`src/rtl/pgf_pkg.sv`:
```
package pgf_pkg;

    typedef enum logic [1:0] {
        RATE_BYPASS = 2'b00,
        RATE_EVERY  = 2'b01,
        RATE_DIV8   = 2'b10,
        RATE_DIV32  = 2'b11
    } rate_e;

    localparam int SYNC_DEPTH_DEF = 2;
    localparam int VOTE_LEN_DEF   = 3;

    typedef struct packed {
        logic level;
        logic rise;
        logic fall;
    } flt_out_t;

    // chooses the sampling strobe for a rate
    function automatic logic rate_strobe(input rate_e r, input logic t8, input logic t32);
        case (r)
            RATE_EVERY: return 1'b1;
            RATE_DIV8:  return t8;
            RATE_DIV32: return t32;
            default:    return 1'b0;
        endcase
    endfunction

endpackage

```
`src/rtl/pgf_sync.sv`:
```
module pgf_sync #(
    parameter int DEPTH = 2
) (
    input  logic clk,
    input  logic rst,
    input  logic d_async,
    output logic q_sync
);
    logic [DEPTH-1:0] chain_q;

    always_ff @(posedge clk) begin
        if (rst) chain_q <= '0;
        else     chain_q <= {chain_q[DEPTH-2:0], d_async};
    end

    assign q_sync = chain_q[DEPTH-1];
endmodule

```
`src/rtl/pgf_strobe.sv`:
```
module pgf_strobe
    import pgf_pkg::*;
(
    input  rate_e rate,
    input  logic  tick8,
    input  logic  tick32,
    output logic  take_sample,
    output logic  pass_thru
);
    always_comb begin
        take_sample = rate_strobe(rate, tick8, tick32);
        pass_thru   = (rate == RATE_BYPASS);
    end
endmodule

```
`src/rtl/pgf_vote.sv`:
```
module pgf_vote #(
    parameter int LEN = 3
) (
    input  logic clk,
    input  logic rst,
    input  logic smp_in,
    input  logic take_sample,
    input  logic pass_thru,
    input  logic reload,
    output logic level
);
    logic [LEN-1:0] hist_q;
    logic [LEN-1:0] hist_n;
    logic           lvl_q;

    always_comb hist_n = {hist_q[LEN-2:0], smp_in};

    always_ff @(posedge clk) begin
        if (rst) begin
            hist_q <= '0;
            lvl_q  <= 1'b0;
        end else if (reload) begin
            hist_q <= {LEN{lvl_q}};
        end else if (pass_thru) begin
            lvl_q  <= smp_in;
        end else if (take_sample) begin
            hist_q <= hist_n;
            if (hist_n == {LEN{smp_in}}) lvl_q <= smp_in;
        end
    end

    assign level = lvl_q;
endmodule

```
`src/rtl/pin_glitch_filter.sv`:
```
module pin_glitch_filter
    import pgf_pkg::*;
#(
    parameter int SYNC_DEPTH = SYNC_DEPTH_DEF,
    parameter int VOTE_LEN   = VOTE_LEN_DEF
) (
    input  logic       clk,
    input  logic       rst,
    input  logic       pin_raw,
    input  logic [1:0] rate_sel,
    input  logic       tick8,
    input  logic       tick32,
    output logic       level_out,
    output logic       rise_pulse,
    output logic       fall_pulse
);
    rate_e    rate_cur;
    rate_e    rate_prev_q;
    logic     pin_sync;
    logic     take_sample;
    logic     pass_thru;
    logic     reload;
    logic     lvl;
    logic     lvl_d_q;
    flt_out_t outs;

    assign rate_cur = rate_e'(rate_sel);

    pgf_sync #(.DEPTH(SYNC_DEPTH)) u_sync (
        .clk     (clk),
        .rst     (rst),
        .d_async (pin_raw),
        .q_sync  (pin_sync)
    );

    pgf_strobe u_strobe (
        .rate        (rate_cur),
        .tick8       (tick8),
        .tick32      (tick32),
        .take_sample (take_sample),
        .pass_thru   (pass_thru)
    );

    always_ff @(posedge clk) begin
        if (rst) begin
            rate_prev_q <= RATE_BYPASS;
            lvl_d_q     <= 1'b0;
        end else begin
            rate_prev_q <= rate_cur;
            lvl_d_q     <= lvl;
        end
    end

    assign reload = (rate_cur != rate_prev_q);

    pgf_vote #(.LEN(VOTE_LEN)) u_vote (
        .clk         (clk),
        .rst         (rst),
        .smp_in      (pin_sync),
        .take_sample (take_sample),
        .pass_thru   (pass_thru),
        .reload      (reload),
        .level       (lvl)
    );

    always_comb begin
        outs.level = lvl;
        outs.rise  = lvl & ~lvl_d_q;
        outs.fall  = ~lvl & lvl_d_q;
    end

    assign level_out  = outs.level;
    assign rise_pulse = outs.rise;
    assign fall_pulse = outs.fall;
endmodule

```
`config.mk`:
```
export PLATFORM = sky130hd
export DESIGN_NAME = pin_glitch_filter
export DESIGN_NICKNAME = d
export VERILOG_FILES = /design/src/rtl/pgf_pkg.sv /design/src/rtl/pgf_sync.sv /design/src/rtl/pgf_strobe.sv /design/src/rtl/pgf_vote.sv /design/src/rtl/pin_glitch_filter.sv
export SDC_FILE = /design/constraint.sdc
export NUM_CORES = 1
export LEC_CHECK = 0
export ABC_AREA = 1
export BUFFER_PORTS_ARGS = -buffer_cell sky130_fd_sc_hd__buf_2
export CAP_MARGIN = 20
export CORE_AREA = 2 2 39 41
export DETAILED_ROUTE_END_ITERATION = 8
export DIE_AREA = 0 0 41 43
export SETUP_SLACK_MARGIN = 0.15
export SYNTH_ARGS = -nofsm -noshare
export SYNTH_HDL_FRONTEND = slang
export SYNTH_SLANG_ARGS = --single-unit
```
`constraint.sdc`:
```
create_clock -name clk -period 1.4 [get_ports clk]
set_input_delay 0.28 -clock clk [delete_from_list [all_inputs] [get_ports clk]]
set_output_delay 0.28 -clock clk [all_outputs]
set_load 0.1 [all_outputs]
```
==> run_results.csv, run 1 <==
group,metric,value,unit
outcome,status,"finished, final reports clean",
global_routing,use_met3,0.07853,
synthesis,synth.cell_area,429.2,µm²
power_and_ir_drop,p_leak,0.3077,nW
final_layout,n_antenna_cell,0,
global_routing,grt-busiest-layer,"met2",
synthesis,synth.avg_cell_area,6.045,µm²
global_routing,grt_pass1_vias,350,
global_routing,use_met1,0.1303,
synthesis,ys_seq_elements,8,
cts,clockRootBuffer,"clkbuf_4",
timing,setup_viol,0,
synthesis,yosysWarningCount,0,
synthesis,synth_top_area_frac,0.3732,
cts,path_clk_slew,0.06,ns
synthesis,ys_seq_area_frac,0.3732,
synthesis,async_flop_share,0,
timing,timing.fmax,0.8129,GHz
power_and_ir_drop,clkPwrFrac,0.365,
timing,slew_viol_final,0,
setup_path,worstSetupPathType,"flip-flop to output port",
placement,dp_hpwl,641.5,µm
die,std_cell_rows,14,
global_routing,gr-total-overflow,0,
routing,vias,422,
die,dieWidth,41,µm
synthesis,synthMostInstantiatedCell,"nand2_1",
power_and_ir_drop,pwr-share-comb,0.161,
timing,finalCritPeriodShare,0.8787,
power_and_ir_drop,seqPwrFrac,0.474,
synthesis,synthCells,71,
synthesis,synthFlopType,"dfxtp_1",
final_layout,fillers,150,
timing,grt_setup_unrepaired,"true",
global_routing,met2_usage,0.1688,
cts,tritoncts,"done",
routing,via_per_inst,4.178,
power_and_ir_drop,internal_power,372.2,µW
setup_path,max_stage_delay,0.39,ns
timing,worstMarginPinSlew,0.1730,ns
timing,setup_tns,0,ns
final_layout,nNetsFinal,93,
global_routing,grt_pass1_wl,1331,µm
placement,gp_congestion,0.8059,
flow_run,drv_cap,0,
routing,drtPass1Iterations,2,
synthesis,synth-edff-count,0,
global_routing,antenna_found_initial,0,
power_and_ir_drop,p_per_area,842.2,nW/µm²
final_layout,synthToLayoutAreaGrowth,39.65,%
routing,routedWlPerCell,7.921,µm
synthesis,synth_common_cells,"26 x nand2_1, 12 x inv_1, 8 x dfxtp_1, 8 x nor2_1, 6 x nand3_1",
timing,skew,0.004801,ns
die,die_h,43,µm
cts,cts_buffers,3,
routing,wirelength,800,µm
global_routing,track_usage,0.1190,
placement,port_buffers,9,
setup_path,path_cells,"inv_4 -> nor2_4 -> buf_12",
final_layout,drive_gt1_frac,0.3176,
setup_path,worstPathMaxFanout,4,
setup_path,endpoint_kind,"output port",
power_and_ir_drop,p_switching,132.6,µW
routing,drt_iter0_drc,4,
cts,clk_latency,0.25,ns
die,core,1384,µm²
synthesis,synth_cell_types,12,
timing,period_needed,1.230,ns
cts,htree_num_levels,1,
routing,drc,0,
die,start_util,0.3101,
synthesis,synthTopCellsByArea,"dfxtp_1 37%, nand2_1 23%, inv_1 10%",
final_layout,utilization,0.4331,
setup_path,worst_setup_path_start_kind,"flip-flop",
hold_path,hold_class,"input port to flip-flop",
setup_path,critPathRequiredTime,1.12,ns
synthesis,yosysTopAreaCell,"dfxtp_1",
routing,drtAntennaViolNets,0,
setup_path,reg2reg_slack,0.40,ns
setup_path,crit_path_top_delay_cell,"dfxtp_4",
power_and_ir_drop,swShare,0.2626,
timing,hold_viol,0,
cts,cts_max_path_buffers,2,
setup_path,cp_data_arrival_time,0.95,ns
cts,ctsHoldBuffers,0,
power_and_ir_drop,ir_drop,0.4726,mV
die,dieArea,1763,µm²
synthesis,synth_fp_nets,78,
cts,cts_sinks,8,
global_routing,grt_max_degree,9,
die,io-pin-count,10,
timing,timing.slew.headroom,0.8838,
==> path summary, 6_finish.rpt <==
| check | start | end | cells after the start |
|---|---|---|---|
| worst min register to register | u_sync.chain_q[0]$_SDFF_PP0_ | u_sync.chain_q[1]$_SDFF_PP0_ | 2 |
| worst min-delay path | pin_raw | u_sync.chain_q[0]$_SDFF_PP0_ | 3 |
| worst max register to register | rate_prev_q[0]$_SDFF_PP0_ | u_vote.hist_q[0]$_SDFFE_PP0P_ | 6 |
| worst max-delay path | u_vote.level$_SDFFE_PP0P_ | rise_pulse | 3 |
==> per-stage QoR <==
step	cell area, µm²	instances	power (mW)	hold slack [ns]	worst slack (ns)
2_1_floorplan	450.4	71	0.3001	0.3870	0.01211
3_3_place_gp	556.8	95	0.3229	0.4023	0.3445
3_5_place_dp	556.8	95	0.3243	0.4023	0.3319
4_1_cts	591.8	100	0.5142	0.2289	0.1401
5_1_grt	599.3	101	0.5372	0.2236	0.1348
6_report	599.3	101	0.5048	0.2395	0.1699
==> power by group through the flow <==
stage | clock network (mW) | registers [mW] | logic [mW]
global route | 0.206 | 0.239 | 0.0918
finish | 0.184 | 0.239 | 0.0813
CTS | 0.194 | 0.239 | 0.0815
floorplan | 0 | 0.246 | 0.0544
detailed placement | 0 | 0.244 | 0.0802
global placement | 0 | 0.244 | 0.0788
==> placed cells by master (no fill, tap or decap), types with 3 or more instances in the layout <==
cell type and count:
buf_12 3, buf_2 6, clkbuf_4 3, dfxtp_1 6
inv_1 11, nand2_1 26, nand2_2 4, nand3_1 6
nor2_1 6, nor2_4 3
==> state kept, by name, indices dropped and copies added, names as in the netlist <==
| signal | flops |
|---|---|
| u_vote.level | 1 |
| u_vote.hist_q | 2 |
| lvl_d_q | 1 |
| u_sync.chain_q | 2 |
| rate_prev_q | 2 |
==> routing by layer <==
layer	vias to the layer above	share of wire	wire (µm)
met5	-	0	0
met4	0	0.011	9
met3	2	0.045	36
met2	7	0.50	402
met1	178	0.44	351
li1	235	-	-
==> layout make-up <==
type	instances	area, µm²	area share
multi-input combinational	48	227.7	0.3800
inverter	14	55.05	0.09186
timing repair buffer	11	105.1	0.1754
tap	16	20.02	0.03340
sequential	8	165.2	0.2756
clock buffer	4	26.28	0.04384
==> repair_timing <==
action                                  4_1_cts  5_1_grt
pin swaps                                     0        1
resized for setup                             1        0
endpoints found under the setup margin        2        2
buffers inserted                              1        1
==> critical path, delay by kind of cell (launching register included) <==
family / cells / cell delay (ns)
DFF: 1 / 0.39
buffers and inverters: 2 / 0.22
and+or+nand+nor: 1 / 0.09
==> cells by family after synthesis <==
| family | Yosys count | synth area share |
|---|---|---|
| AO/OA/AOI/OAI | 2 | 0.03206 |
| buffers and inverters | 15 | 0.1312 |
| flip-flops | 8 | 0.3732 |
| AND/OR/NAND/NOR | 46 | 0.4635 |
Power figures use the tool's default switching activity.
==> run 2: changes to the inputs <==
--- a/config.mk
+++ b/config.mk
@@ -9,6 +9,7 @@
 export BUFFER_PORTS_ARGS = -buffer_cell sky130_fd_sc_hd__buf_2
 export CAP_MARGIN = 20
 export CORE_AREA = 2 2 39 41
+export CTS_BUF_LIST = sky130_fd_sc_hd__clkbuf_2
 export DETAILED_ROUTE_END_ITERATION = 8
 export DIE_AREA = 0 0 41 43
 export SETUP_SLACK_MARGIN = 0.15
==> run_results.csv, run 2 (same netlist as run 1, synthesis figures left out) <==
group,metric,value,unit
outcome,status,"finished, final reports clean",
timing,grt_setup_unrepaired,"true",
die,dieArea,1763,µm²
setup_path,crit_family,"flip-flops",
global_routing,gr-total-overflow,0,
timing,setup_ws,0.1751,ns
setup_path,cp_data_arrival_time,0.94,ns
timing,skew,0.007520,ns
timing,slew_viol_final,0,
timing,period_needed,1.225,ns
final_layout,mostFrequentLayoutCells,"26 x nand2_1, 11 x inv_1",
power_and_ir_drop,p_per_area,798.4,nW/µm²
power_and_ir_drop,ir_drop,0.4461,mV
global_routing,grt_max_degree,9,
timing,timing.slew.headroom,0.8810,
routing,drtPass1Iterations,4,
final_layout,synthToLayoutAreaGrowth,38.19,%
timing,setup_viol,0,
setup_path,worstSetupPathType,"flip-flop to output port",
cts,path_clk_slew,0.08,ns
setup_path,path_cells,"inv_4 -> nor2_4 -> buf_12",
setup_path,critPathRequiredTime,1.12,ns
cts,cts_max_path_buffers,2,
timing,worstMarginPinSlew,0.1771,ns
power_and_ir_drop,clkPwrFrac,0.324,
routing,routedWlPerCell,7.960,µm
setup_path,max_stage_delay,0.39,ns
cts,clockRootBuffer,"clkbuf_2",
timing,timing.fmax,0.8164,GHz
timing,setup_tns,0,ns
setup_path,worst-path-buf-inv,2,
routing,wirelength,804,µm
cts,ctsHoldBuffers,0,
final_layout,drive_gt1_frac,0.3294,
hold_path,hold_class,"input port to flip-flop",
routing,via_per_inst,4.248,
placement,port_buffers,9,
final_layout,mostFrequentLayoutCell,"nand2_1",
setup_path,crit_path_top_delay_cell,"dfxtp_4",
placement,gp_congestion,0.8059,
cts,cts_sinks,8,
timing,finalCritPeriodShare,0.8749,
routing,drtAntennaViolNets,0,
routing,drc,0,
global_routing,antenna_found_initial,0,
cts,clk_latency,0.23,ns
final_layout,utilization,0.4286,
power_and_ir_drop,swShare,0.2846,
power_and_ir_drop,p_switching,134.8,µW
power_and_ir_drop,pwr-share-comb,0.172,
placement,dp_hpwl,641.5,µm
routing,vias,429,
setup_path,worstPathMaxFanout,4,
routing,drt_iter0_drc,5,
die,die_h,43,µm
final_layout,reg_top3,"rate_prev_q (2), u_sync.chain_q (2), u_vote.hist_q (2)",
die,std_cell_rows,14,
die,start_util,0.3101,
placement,pre_cts_ws,0.3319,ns
cts,htree_num_levels,1,
cts,cts_buffers,3,
die,core,1384,µm²
setup_path,endpoint_kind,"output port",
cts,tritoncts,"done",
final_layout,n_antenna_cell,0,
flow_run,drv_cap,0,
die,io-pin-count,10,
global_routing,grt_pass1_vias,355,
global_routing,track_usage,0.1190,
global_routing,grt_pass1_wl,1317,µm
final_layout,nNetsFinal,93,
final_layout,finalNonFillerCells,101,
timing,hold_viol,0,
power_and_ir_drop,internal_power,338.7,µW
power_and_ir_drop,p_leak,0.3093,nW
power_and_ir_drop,seqPwrFrac,0.504,
setup_path,worst_setup_path_start_kind,"flip-flop",
die,dieWidth,41,µm
placement,dp.cells,95,
-- run 2: cell types whose count changed in the layout (fill, tap and decap cells not counted) --
cell      delta
clkbuf_4     -3
clkbuf_1     -1
clkbuf_2     +4
-- run 2: final cells by class --
class,instances,area [µm²]
fill,151,790.8
multi-input combinational,48,227.7
sequential,8,165.2
timing repair buffer,11,105.1
inverter,14,55.05
clock buffer,4,20.02
tap,16,20.02
-- run 2: per-layer routing --
layer	track usage	vias up	part of all wire
met2	0.1688	7	0.51
met1	0.1303	188	0.44
li1	-	234	-
met4	0.06000	0	0
met3	0.07853	0	0.049
met5	0	-	0
-- run 2: path summary, 6_finish.rpt --
check	start	endpoint	slack, ns	cells past startpoint
worst min-delay path	pin_raw	u_sync.chain_q[0]$_SDFF_PP0_	0.25	3
worst max register to register	rate_prev_q[0]$_SDFF_PP0_	u_vote.hist_q[0]$_SDFFE_PP0P_	0.40	6
worst min register to register	u_sync.chain_q[0]$_SDFF_PP0_	u_sync.chain_q[1]$_SDFF_PP0_	0.41	2
worst max-delay path	u_vote.level$_SDFFE_PP0P_	rise_pulse	0.18	3
-- run 2: stage by stage --
step | cell area, µm² | hold WS, ns | total power [mW]
floorplan | 450.4 | 0.3870 | 0.3001
global placement | 556.8 | 0.4023 | 0.3229
detailed placement | 556.8 | 0.4023 | 0.3243
CTS | 585.6 | 0.2420 | 0.4798
global route | 593.1 | 0.2293 | 0.5029
finish | 593.1 | 0.2514 | 0.4735
-- run 2: what timing repair did --
item	CTS	global route
endpoints found under the setup margin	2	2
pin swaps	0	1
buffers inserted	1	1
gates resized for setup	1	0
-- run 2: tightest hold or removal path, stage by stage --
cell and delay [ns]:
buf_2 0.09, inv_1 0.04, nor2_1 0.03
-- run 2: power by group through the flow --
| stage | combinational [mW] | clock, mW | sequential (mW) |
|---|---|---|---|
| detailed placement | 0.0802 | 0 | 0.244 |
| global placement | 0.0788 | 0 | 0.244 |
| floorplan | 0.0544 | 0 | 0.246 |
| finish | 0.0813 | 0.154 | 0.239 |
| global route | 0.0918 | 0.172 | 0.239 |
| CTS | 0.0815 | 0.160 | 0.238 |
==> run 3: changes to the inputs <==
--- a/config.mk
+++ b/config.mk
@@ -9,7 +9,7 @@
 export BUFFER_PORTS_ARGS = -buffer_cell sky130_fd_sc_hd__buf_2
 export CAP_MARGIN = 20
 export CORE_AREA = 2 2 39 41
-export CTS_BUF_LIST = sky130_fd_sc_hd__clkbuf_2
+export CTS_BUF_LIST = sky130_fd_sc_hd__clkbuf_2 sky130_fd_sc_hd__clkbuf_4 sky130_fd_sc_hd__clkbuf_8
 export DETAILED_ROUTE_END_ITERATION = 8
 export DIE_AREA = 0 0 41 43
 export SETUP_SLACK_MARGIN = 0.15
==> run_results.csv, run 3 (same netlist as run 1, synthesis figures left out) <==
group,metric,value,unit
timing,hold_viol,0,
final_layout,nNetsFinal,93,
routing,wirelength,790,µm
placement,dp_hpwl,641.5,µm
setup_path,worst-path-stages,3,
routing,routedWlPerCell,7.822,µm
timing,fin_hold_ws,0.2395,ns
timing,worstMarginPinSlew,0.1519,ns
setup_path,worstPathMaxFanout,4,
final_layout,mostFrequentLayoutCells,"26 x nand2_1, 11 x inv_1",
timing,grt_setup_unrepaired,"true",
setup_path,critPathRequiredTime,1.12,ns
global_routing,gr-total-overflow,0,
cts,htree_num_levels,1,
final_layout,fillers,150,
hold_path,hold_class,"input port to flip-flop",
routing,drc,0,
hold_path,holdCritStartpoint,"pin_raw",
routing,via_per_inst,4.178,
cts,tritoncts,"done",
setup_path,path_cells,"inv_4 -> nor2_4 -> buf_12",
timing,finalCritPeriodShare,0.8786,
routing,vias,422,
global_routing,grt_pass1_vias,354,
final_layout,multi_input_area,227.7,µm²
die,core,1384,µm²
setup_path,endpoint_kind,"output port",
routing,drtPass1Iterations,2,
cts,path_clk_slew,0.06,ns
final_layout,utilization,0.4358,
setup_path,worstSetupPathType,"flip-flop to output port",
power_and_ir_drop,p_leak,0.3111,nW
setup_path,worst-path-buf-inv,2,
timing,timing.slew.headroom,0.8979,
setup_path,crit_path_top_delay_cell,"dfxtp_4",
setup_path,reg2reg_slack,0.41,ns
timing,timing.fmax,0.8130,GHz
global_routing,grt_pass1_wl,1345,µm
flow_run,drv_cap,0,
hold_path,hold_path_end,"u_sync.chain_q[0]$_SDFF_PP0_",
setup_path,worst_setup_path_start_kind,"flip-flop",
routing,drt_iter0_drc,4,
die,start_util,0.3101,
setup_path,crit_family,"flip-flops",
global_routing,track_usage,0.1200,
routing,drtAntennaViolNets,0,
cts,cts_buffers,3,
die,io-pin-count,10,
setup_path,cp_data_arrival_time,0.95,ns
die,dieWidth,41,µm
final_layout,drive_gt1_frac,0.3294,
power_and_ir_drop,ir_drop,0.4728,mV
final_layout,reg_top3,"rate_prev_q (2), u_sync.chain_q (2), u_vote.hist_q (2)",
placement,gp_congestion,0.8059,
power_and_ir_drop,p_per_area,868.9,nW/µm²
hold_path,hold_path_depth,3,
setup_path,reg2regPathDepth,6,
cts,clockRootBuffer,"clkbuf_4",
final_layout,mostFrequentLayoutCell,"nand2_1",
setup_path,max_stage_delay,0.39,ns
final_layout,n_antenna_cell,0,
final_layout,synthToLayoutAreaGrowth,40.52,%
die,std_cell_rows,14,
global_routing,grt_max_degree,9,
timing,setup_viol,0,
global_routing,antenna_found_initial,0,
cts,cts_sinks,8,
timing,period_needed,1.230,ns
die,dieArea,1763,µm²
final_layout,regArea,165.2,µm²
setup_path,critPathLaunch,"u_vote.level$_SDFFE_PP0P_",
setup_path,rr_endpoint,"u_vote.hist_q[0]$_SDFFE_PP0P_",
timing,skew,0.004892,ns
placement,port_buffers,9,
outcome,status,"finished, final reports clean",
timing,slew_viol_final,0,
die,die_h,43,µm
setup_path,r2r_start,"rate_prev_q[0]$_SDFF_PP0_",
cts,clk_latency,0.25,ns
cts,cts_max_path_buffers,2,
power_and_ir_drop,p_total,524.0,µW
timing,setup_tns,0,ns
## run 3: cell counts in the layout (fill, tap and decap cells not counted)
Identical to the previous run, type by type.
## run 3: report_power, final
| part | internal (mW) | leakage, nW | switching (mW) | total [mW] |
|---|---|---|---|---|
| Clock | 0.128 | 0.0184 | 0.0756 | 0.204 |
| Sequential | 0.234 | 0.0668 | 0.00545 | 0.239 |
| Combinational | 0.0297 | 0.226 | 0.0514 | 0.0811 |
## run 3: worst reg2reg max path: stages (launching register included)
cell,delay (ns)
dfxtp_1,0.35
inv_1,0.06
nand2_1,0.07
nand2_2,0.07
nor2_4,0.15
nand3_1,0.11
a21oi_2,0.14
## run 3: how the worst max path moves through the flow
stage / slack [ns] / to
floorplan: 0.01 / rise_pulse
global placement: 0.34 / u_vote.level$_SDFFE_PP0P_
detailed placement: 0.33 / u_vote.level$_SDFFE_PP0P_
CTS: 0.14 / rise_pulse
global route: 0.13 / rise_pulse
finish: 0.17 / rise_pulse
## run 3: area by class of cell
class | count | share of cell area
Sequential cell | 8 | 0.2739
Multi-Input combinational cell | 48 | 0.3776
Tap cell | 16 | 0.03320
Clock buffer | 4 | 0.04979
Inverter | 14 | 0.09129
Timing Repair Buffer | 11 | 0.1743
## run 3: routing by layer
layer / share of wire / vias up / routed length, µm / global-route usage
li1: - / 236 / - / -
met1: 0.44 / 177 / 347 / 0.1303
met2: 0.50 / 7 / 397 / 0.1719
met3: 0.046 / 2 / 36 / 0.07853
met4: 0.011 / 0 / 9 / 0.06000
met5: 0 / - / 0 / 0
## run 3: repair_timing
item                                    in CTS  in global routing
pin swaps                                    0                  1
hold buffers                                 0                  0
buffers inserted                             1                  1
gates resized for setup                      1                  0
endpoints found under the setup margin       2                  2
## run 3: stage by stage
stage / worst slack, ns / area [µm²] / cells
after floorplan: 0.01211 / 450.4 / 71
after global placement: 0.3445 / 556.8 / 95
after detailed placement: 0.3319 / 556.8 / 95
after CTS: 0.1368 / 595.6 / 100
after global routing: 0.1327 / 603.1 / 101
final: 0.1700 / 603.1 / 101
